$ cat config.mk
export PLATFORM = sky130hd
export DESIGN_NAME = fllacq_top
export DESIGN_NICKNAME = d
export VERILOG_FILES = /design/src/rtl/fllacq_pkg.sv /design/src/rtl/fllacq_ref_div.sv /design/src/rtl/fllacq_period_cmp.sv /design/src/rtl/fllacq_tune_ctrl.sv /design/src/rtl/fllacq_dsm.sv /design/src/rtl/fllacq_top.sv
export SDC_FILE = /design/constraint.sdc
export NUM_CORES = 1
export LEC_CHECK = 0
export ABC_AREA = 1
export BUFFER_PORTS_ARGS = -buffer_cell sky130_fd_sc_hd__buf_2
export CAP_MARGIN = 20
export CORE_ASPECT_RATIO = 0.8
export CORE_MARGIN = 4
export CORE_UTILIZATION = 30
export CTS_CLUSTER_SIZE = 28
export DETAILED_ROUTE_END_ITERATION = 8
export PLACE_DENSITY_LB_ADDON = 0.05
export SYNTH_ARGS = -nofsm -noshare
export SYNTH_HDL_FRONTEND = slang
export SYNTH_SLANG_ARGS = --single-unit
$ cat constraint.sdc
create_clock -name osc_clk -period 3.15 [get_ports osc_clk]
set_input_delay 0 -clock osc_clk [delete_from_list [all_inputs] [get_ports osc_clk]]
set_output_delay 0 -clock osc_clk [all_outputs]
set_load 0.01 [all_outputs]
$ cat src/rtl/fllacq_pkg.sv
`timescale 1ns/1ps
package fllacq_pkg;

  // Direction requested by one period comparison
  typedef enum logic [1:0] {
    STEP_HOLD = 2'd0,
    STEP_UP   = 2'd1,
    STEP_DOWN = 2'd2
  } step_e;

endpackage

$ cat src/rtl/fllacq_ref_div.sv
`timescale 1ns/1ps
// Divides the data-transition pulse stream into a stochastic reference tick.
module fllacq_ref_div #(
  parameter int REF_DIV = 1024
) (
  input  logic clk,
  input  logic rst_n,
  input  logic edge_in,
  output logic ref_tick
);

  localparam int DW = (REF_DIV > 1) ? $clog2(REF_DIV) : 1;
  localparam logic [DW-1:0] LAST = DW'(REF_DIV - 1);

  logic [DW-1:0] cnt_q, cnt_d;
  logic          wrap;

  always_comb begin
    wrap  = edge_in && (cnt_q == LAST);
    cnt_d = cnt_q;
    if (edge_in) begin
      cnt_d = wrap ? '0 : cnt_q + 1'b1;
    end
    ref_tick = wrap;
  end

  always_ff @(posedge clk or negedge rst_n) begin
    if (!rst_n) begin
      cnt_q <= '0;
    end else if (edge_in) begin
      cnt_q <= cnt_d;
    end
  end

endmodule

$ cat src/rtl/fllacq_period_cmp.sv
`timescale 1ns/1ps
// Counts oscillator cycles between reference ticks and grades the period.
module fllacq_period_cmp
  import fllacq_pkg::*;
#(
  parameter int REF_DIV    = 1024,
  parameter int DENS_RECIP = 2,
  parameter int TOL_W      = 8
) (
  input  logic             clk,
  input  logic             rst_n,
  input  logic             ref_tick,
  input  logic [TOL_W-1:0] tol,
  output logic             cmp_valid,
  output step_e            step,
  output logic             in_tol
);

  localparam int EXP_CNT = REF_DIV * DENS_RECIP;
  localparam int CNT_W   = $clog2(EXP_CNT * 4);
  localparam int CMP_W   = ((CNT_W > TOL_W) ? CNT_W : TOL_W) + 1;
  localparam logic [CNT_W:0]   EXP_V   = (CNT_W+1)'(EXP_CNT);
  localparam logic [CNT_W-1:0] CNT_MAX = '1;

  logic [CNT_W-1:0] cyc_q, cyc_d;
  logic             armed_q, armed_d;
  logic [CNT_W:0]   meas;
  logic [CNT_W:0]   mag;

  always_comb begin
    meas = {1'b0, cyc_q} + 1'b1;
    if (meas < EXP_V) begin
      step = STEP_UP;
      mag  = EXP_V - meas;
    end else if (meas > EXP_V) begin
      step = STEP_DOWN;
      mag  = meas - EXP_V;
    end else begin
      step = STEP_HOLD;
      mag  = '0;
    end
    in_tol    = CMP_W'(mag) <= CMP_W'(tol);
    cmp_valid = ref_tick && armed_q;

    armed_d = armed_q | ref_tick;
    if (ref_tick) begin
      cyc_d = '0;
    end else if (cyc_q != CNT_MAX) begin
      cyc_d = cyc_q + 1'b1;
    end else begin
      cyc_d = cyc_q;
    end
  end

  always_ff @(posedge clk or negedge rst_n) begin
    if (!rst_n) begin
      cyc_q   <= '0;
      armed_q <= 1'b0;
    end else begin
      cyc_q   <= cyc_d;
      armed_q <= armed_d;
    end
  end

endmodule

$ cat src/rtl/fllacq_tune_ctrl.sv
`timescale 1ns/1ps
// Sign-step tuning accumulator with run-length lock detection and freeze.
module fllacq_tune_ctrl
  import fllacq_pkg::*;
#(
  parameter int ACC_W    = 10,
  parameter int ACC_INIT = 512,
  parameter int LOCK_RUN = 8
) (
  input  logic             clk,
  input  logic             rst_n,
  input  logic             cmp_valid,
  input  step_e            step,
  input  logic             in_tol,
  output logic [ACC_W-1:0] acc_word,
  output logic             locked
);

  localparam int RUN_W = (LOCK_RUN > 1) ? $clog2(LOCK_RUN) : 1;
  localparam logic [RUN_W-1:0] RUN_LAST = RUN_W'(LOCK_RUN - 1);
  localparam logic [ACC_W-1:0] ACC_MAX  = '1;

  logic [ACC_W-1:0] acc_q, acc_d;
  logic [RUN_W-1:0] run_q, run_d;
  logic             lock_q, lock_d;

  always_comb begin
    acc_d  = acc_q;
    run_d  = run_q;
    lock_d = lock_q;
    if (cmp_valid) begin
      if (lock_q) begin
        if (!in_tol) begin
          lock_d = 1'b0;
          run_d  = '0;
        end
      end else begin
        case (step)
          STEP_UP:   if (acc_q != ACC_MAX) acc_d = acc_q + 1'b1;
          STEP_DOWN: if (acc_q != '0)      acc_d = acc_q - 1'b1;
          default:   acc_d = acc_q;
        endcase
        if (in_tol) begin
          if (run_q == RUN_LAST) begin
            lock_d = 1'b1;
          end else begin
            run_d = run_q + 1'b1;
          end
        end else begin
          run_d = '0;
        end
      end
    end
  end

  always_ff @(posedge clk or negedge rst_n) begin
    if (!rst_n) begin
      acc_q  <= ACC_W'(ACC_INIT);
      run_q  <= '0;
      lock_q <= 1'b0;
    end else if (cmp_valid) begin
      acc_q  <= acc_d;
      run_q  <= run_d;
      lock_q <= lock_d;
    end
  end

  assign acc_word = acc_q;
  assign locked   = lock_q;

endmodule

$ cat src/rtl/fllacq_dsm.sv
`timescale 1ns/1ps
// First-order noise shaper: integer part plus carry of a fractional accumulator.
module fllacq_dsm #(
  parameter int ACC_W = 10,
  parameter int INT_W = 4
) (
  input  logic             clk,
  input  logic             rst_n,
  input  logic [ACC_W-1:0] acc_word,
  output logic [INT_W:0]   dac_code
);

  localparam int FRAC_W = ACC_W - INT_W;

  logic [INT_W-1:0] int_part;
  logic [INT_W:0]   code_q, code_d;

  assign int_part = acc_word[ACC_W-1:FRAC_W];

  generate
    if (FRAC_W > 0) begin : g_shaped
      logic [FRAC_W-1:0] sig_q, sig_d;
      logic [FRAC_W:0]   sum;
      always_comb begin
        sum    = {1'b0, sig_q} + {1'b0, acc_word[FRAC_W-1:0]};
        sig_d  = sum[FRAC_W-1:0];
        code_d = {1'b0, int_part} + {{INT_W{1'b0}}, sum[FRAC_W]};
      end
      always_ff @(posedge clk or negedge rst_n) begin
        if (!rst_n) begin
          sig_q <= '0;
        end else begin
          sig_q <= sig_d;
        end
      end
    end else begin : g_plain
      always_comb begin
        code_d = {1'b0, int_part};
      end
    end
  endgenerate

  always_ff @(posedge clk or negedge rst_n) begin
    if (!rst_n) begin
      code_q <= '0;
    end else begin
      code_q <= code_d;
    end
  end

  assign dac_code = code_q;

endmodule

$ cat src/rtl/fllacq_top.sv
`timescale 1ns/1ps
module fllacq_top
  import fllacq_pkg::*;
#(
  parameter int REF_DIV    = 1024,
  parameter int DENS_RECIP = 2,
  parameter int ACC_W      = 10,
  parameter int ACC_INIT   = 512,
  parameter int DAC_INT_W  = 4,
  parameter int TOL_W      = 8,
  parameter int LOCK_RUN   = 8
) (
  input  logic                 osc_clk,
  input  logic                 rst_n,
  input  logic                 data_edge,
  input  logic [TOL_W-1:0]     tol,
  output logic [ACC_W-1:0]     acc_word,
  output logic [DAC_INT_W:0]   dac_code,
  output logic                 locked
);

  logic [1:0] rsync_q;
  logic       rst_core_n;
  logic       ref_tick;
  logic       cmp_valid;
  step_e      step;
  logic       in_tol;

  always_ff @(posedge osc_clk or negedge rst_n) begin
    if (!rst_n) begin
      rsync_q <= 2'b00;
    end else begin
      rsync_q <= {rsync_q[0], 1'b1};
    end
  end
  assign rst_core_n = rsync_q[1];

  fllacq_ref_div #(.REF_DIV(REF_DIV)) div_i (
    .clk      (osc_clk),
    .rst_n    (rst_core_n),
    .edge_in  (data_edge),
    .ref_tick (ref_tick)
  );

  fllacq_period_cmp #(
    .REF_DIV    (REF_DIV),
    .DENS_RECIP (DENS_RECIP),
    .TOL_W      (TOL_W)
  ) cmp_i (
    .clk       (osc_clk),
    .rst_n     (rst_core_n),
    .ref_tick  (ref_tick),
    .tol       (tol),
    .cmp_valid (cmp_valid),
    .step      (step),
    .in_tol    (in_tol)
  );

  fllacq_tune_ctrl #(
    .ACC_W    (ACC_W),
    .ACC_INIT (ACC_INIT),
    .LOCK_RUN (LOCK_RUN)
  ) tune_i (
    .clk       (osc_clk),
    .rst_n     (rst_core_n),
    .cmp_valid (cmp_valid),
    .step      (step),
    .in_tol    (in_tol),
    .acc_word  (acc_word),
    .locked    (locked)
  );

  fllacq_dsm #(.ACC_W(ACC_W), .INT_W(DAC_INT_W)) dsm_i (
    .clk      (osc_clk),
    .rst_n    (rst_core_n),
    .acc_word (acc_word),
    .dac_code (dac_code)
  );

endmodule

==> out/metrics.cfg <==
[status]
outcome = finished clean

[grt]
first_global_vias = 3011
grt_max_degree = 35
overflow = 0
grt_antenna_before_repair = 0
grt_pass1_wl_um = 15100
gr-usage-all-layers_pct = 13.8

[place]
gp_congestion = 0.849
pre_cts_ws_ps = -121
dpl.hpwl_um = 7160
dpl-instance-area_mm2 = 0.00429
io_buffer_count = 26
dp_cells = 675

[clocking]
clock_latency_ps = 300
cts_root_buf = clkbuf_16
clk_pin_slew_worst_paths_ps = 70
cts_buffers = 5
cts_tree = done
htreeDepth = 2
cts_buffer_depth = 2
cts.sinks = 51

[setup_path]
slowest_delay_ps = 410
crit_chain = buf_6, nand3_4, nor2_4, nand2_4, o21ai_4, nand2_4, nor2_4, inv_2, a21oi_2, xor2_1, ha_1, nand2_1, inv_2, nand3_4, o211ai_1, nand2_1, a21oi_4, a21oi_4, nand2_2, nand2_4, nand2_4, nand2_1, nand2_1
crit_required_ps = 3380
critPathMaxFanout = 5
path_class = reg2reg
cp-startpoint = cmp_i.cyc_q[0]
critPathBufInv = 3
arrival_ps = 3350
crit_family = simple AND/OR/NAND/NOR gates
crit_path_end_kind = register
start_kind = register
crit_slowest_cell = dfrtp_1
worstReg2RegStart = cmp_i.cyc_q[0]

[yosys]
synthArstFlopShare_pct = 100
syn_area_mm2 = 0.00360
synth_top_flop_cell = dfrtp_1
synth_fp_nets = 497
syn_area_per_cell_um2 = 7.97
synth_area_leaders = dfrtp_1, ha_1, nand2_1
ys_ff_latch = 51
yosys_warnings = 0
yosys.area.top_type_share_pct = 34.7
syn-instance-count = 452
synth-edff-count = 0
ys_seq_area_share_pct = 35.5
ys_types = 41
yosys.area.top_type = dfrtp_1

[sta]
rsz0062_at_grt = true
finalCritPeriodShare_pct = 98.9
skew_ps = 11.6
setup_violations = 0
tightest_slew_ps = 830
period_minus_slack_ps = 3110
drv_slew = 0
fin_ws_ps = 35.7
hold_violations = 0
slew_headroom_pct = 44.7
hold_slack_ps = 361
fmax_mhz = 321

[detailed_routing]
first_pass_iters = 5
detail_route.iter0.violations = 94
routedWlPerCell_um = 13.9
drc_errors = 0
wl_um = 9600
vias_per_cell = 4.55
final_antenna_net_count = 0
vias = 3155

[cells_and_area]
area_growth_pct = 37.4
fillCellCount = 1160
fin_area_mm2 = 0.00495
drive_gt1_share_pct = 36.5
instances_no_fill = 693
multiInputGateArea_mm2 = 0.00243
nets = 589
num_antenna_cells = 0
register_area_mm2 = 0.00128

[die]
die_w_um = 131
row_count = 35
io_pins = 27
die_h_um = 106
core_mm2 = 0.0116
die_area_mm2 = 0.0138
initial_core_util_pct = 30.9

[min_path]
hp-class = reg2reg
hold_path.startpoint = rsync_q[0]

[power]
p_leak_uw = 0.00252
vdd_drop_max_mv = 0.290
powerDensity_mw_per_mm2 = 332

[job]
cap_viol_max_count = 0

-- state kept, by name, summed over array words and instances (netlist names) --
| register | flops |
|---|---|
| tune_i.run_q | 3 |
| cmp_i.cyc_q | 13 |
| dsm_i.dac_code | 5 |
| div_i.cnt_q | 10 |
| cmp_i.armed_q | 1 |
| tune_i.locked | 1 |
| rsync_q | 2 |
| dsm_i.g_shaped.sig_q | 6 |
| tune_i.acc_word | 10 |
-- worst reg2reg max path, stage by stage, from the launching register on --
cell and delay [ps]:
dfrtp_1 410, buf_6 140, nand3_4 90, nor2_4 210, nand2_4 90, o21ai_4 170
nand2_4 90, nor2_4 150, inv_2 70, a21oi_2 120, xor2_1 80, ha_1 290
nand2_1 60, inv_2 80, nand3_4 90, o211ai_1 180, nand2_1 110, a21oi_4 190
a21oi_4 60, nand2_2 80, nand2_4 70, nand2_4 100, nand2_1 60, nand2_1 50
-- layout by cell type (no fill, tap or decap), types with 3 or more instances in the layout --
cell           Yosys  final
nand2_1           96     79
inv_1             64     60
buf_4              1     52
dfrtp_1           50     48
nor2_1            40     31
buf_2              0     26
ha_1              32     24
nand2_2            7     21
nand3_1           29     20
xor2_1            22     20
o21ai_0           17     13
a21oi_1           23     13
nor2_4             4      9
nor2_2             5      9
a21oi_2            1      9
o21ai_2            6      9
nand3_2            2      8
ha_4               0      8
inv_2              4      7
buf_6              1      7
nand4_1            6      6
nand2_4            2      5
clkbuf_16          0      5
nand3_4            1      4
nor3_1             6      4
nand3b_1           4      4
xnor2_1            5      4
nor4_1             4      4
o21bai_1           3      3
dlygate4sd3_1      0      3
-- path summary, 6_finish.rpt --
kind	cells after the start	end	slack [ps]
setup / recovery	23	tune_i.run_q[2]	40
hold / removal	0	rsync_q[1]	360
setup reg to reg	23	tune_i.run_q[2]	40
hold reg to reg	0	rsync_q[1]	360
max in group asynchronous	1	tune_i.acc_word[9]	2060
min in group asynchronous	0	tune_i.acc_word[4]	370
-- report_power, final --
group          total (uW)  leakage (uW)  internal [uW]  switching (uW)
clock network         644     0.0000815            379             265
registers             776      0.000602            719            57.1
logic                 224       0.00184           99.5             124
-- metal layers --
| metal | track usage [%] | vias up | routed length, um |
|---|---|---|---|
| li1 | - | 1641 | - |
| met4 | 3.08 | 0 | 89 |
| met2 | 20.6 | 30 | 4310 |
| met5 | 0 | - | 0 |
| met3 | 2.46 | 7 | 287 |
| met1 | 20.7 | 1477 | 4920 |
-- logic make-up (layout without fill, tap and decap cells) --
| family | after synthesis | count (layout) | synth area share (%) |
|---|---|---|---|
| AOI/OAI and AO/OA | 56 | 56 | 9.31 |
| xor gates and xnor gates | 27 | 27 | 6.56 |
| adders and majority gates | 34 | 34 | 12.2 |
| buffers and inverters | 71 | 164 | 7.71 |
| DFF | 51 | 51 | 35.5 |
| other | 1 | 1 | 0.104 |
| and+or+nand+nor | 212 | 212 | 28.6 |
-- area by class of cell --
cell class	count	share of cell area, %
Sequential cell	51	25.9
Tap cell	148	3.74
Timing Repair Buffer	88	12.7
Multi-Input combinational cell	330	49.1
Clock buffer	6	2.60
Clock inverter	2	0.784
Inverter	68	5.21
-- Yosys cell counts (all sizes together), types with 3 or more instances --
| library cell | number |
|---|---|
| o21bai | 3 |
| nor2 | 49 |
| ha | 32 |
| nand3b | 4 |
| nor4 | 5 |
| inv | 68 |
| nand3 | 32 |
| nor3 | 7 |
| nand4 | 7 |
| o21ai | 25 |
| xor2 | 22 |
| dfrtp | 50 |
| a21oi | 24 |
| xnor2 | 5 |
| nand2 | 105 |
-- metrics by stage --
step                total power, uW  utilization, %  TNS [ps]
finish                         1640            42.5         0
detailed placement              993            36.8      -436
global placement                991            36.8      -310
CTS                            1660            39.4         0
floorplan                       930               -         0
global route                   1740            42.5     -1470
-- what timing repair did --
action | in CTS | in global routing
endpoints found under the hold margin | 4 | 0
pin swaps | 6 | 33
buffers inserted | 1 | 7
hold buffers | 3 | 0
setup endpoints to repair | 8 | 9
gates cloned | 0 | 0
resized for setup | 17 | 77
Note: power is estimated with default switching activity, not from simulation.
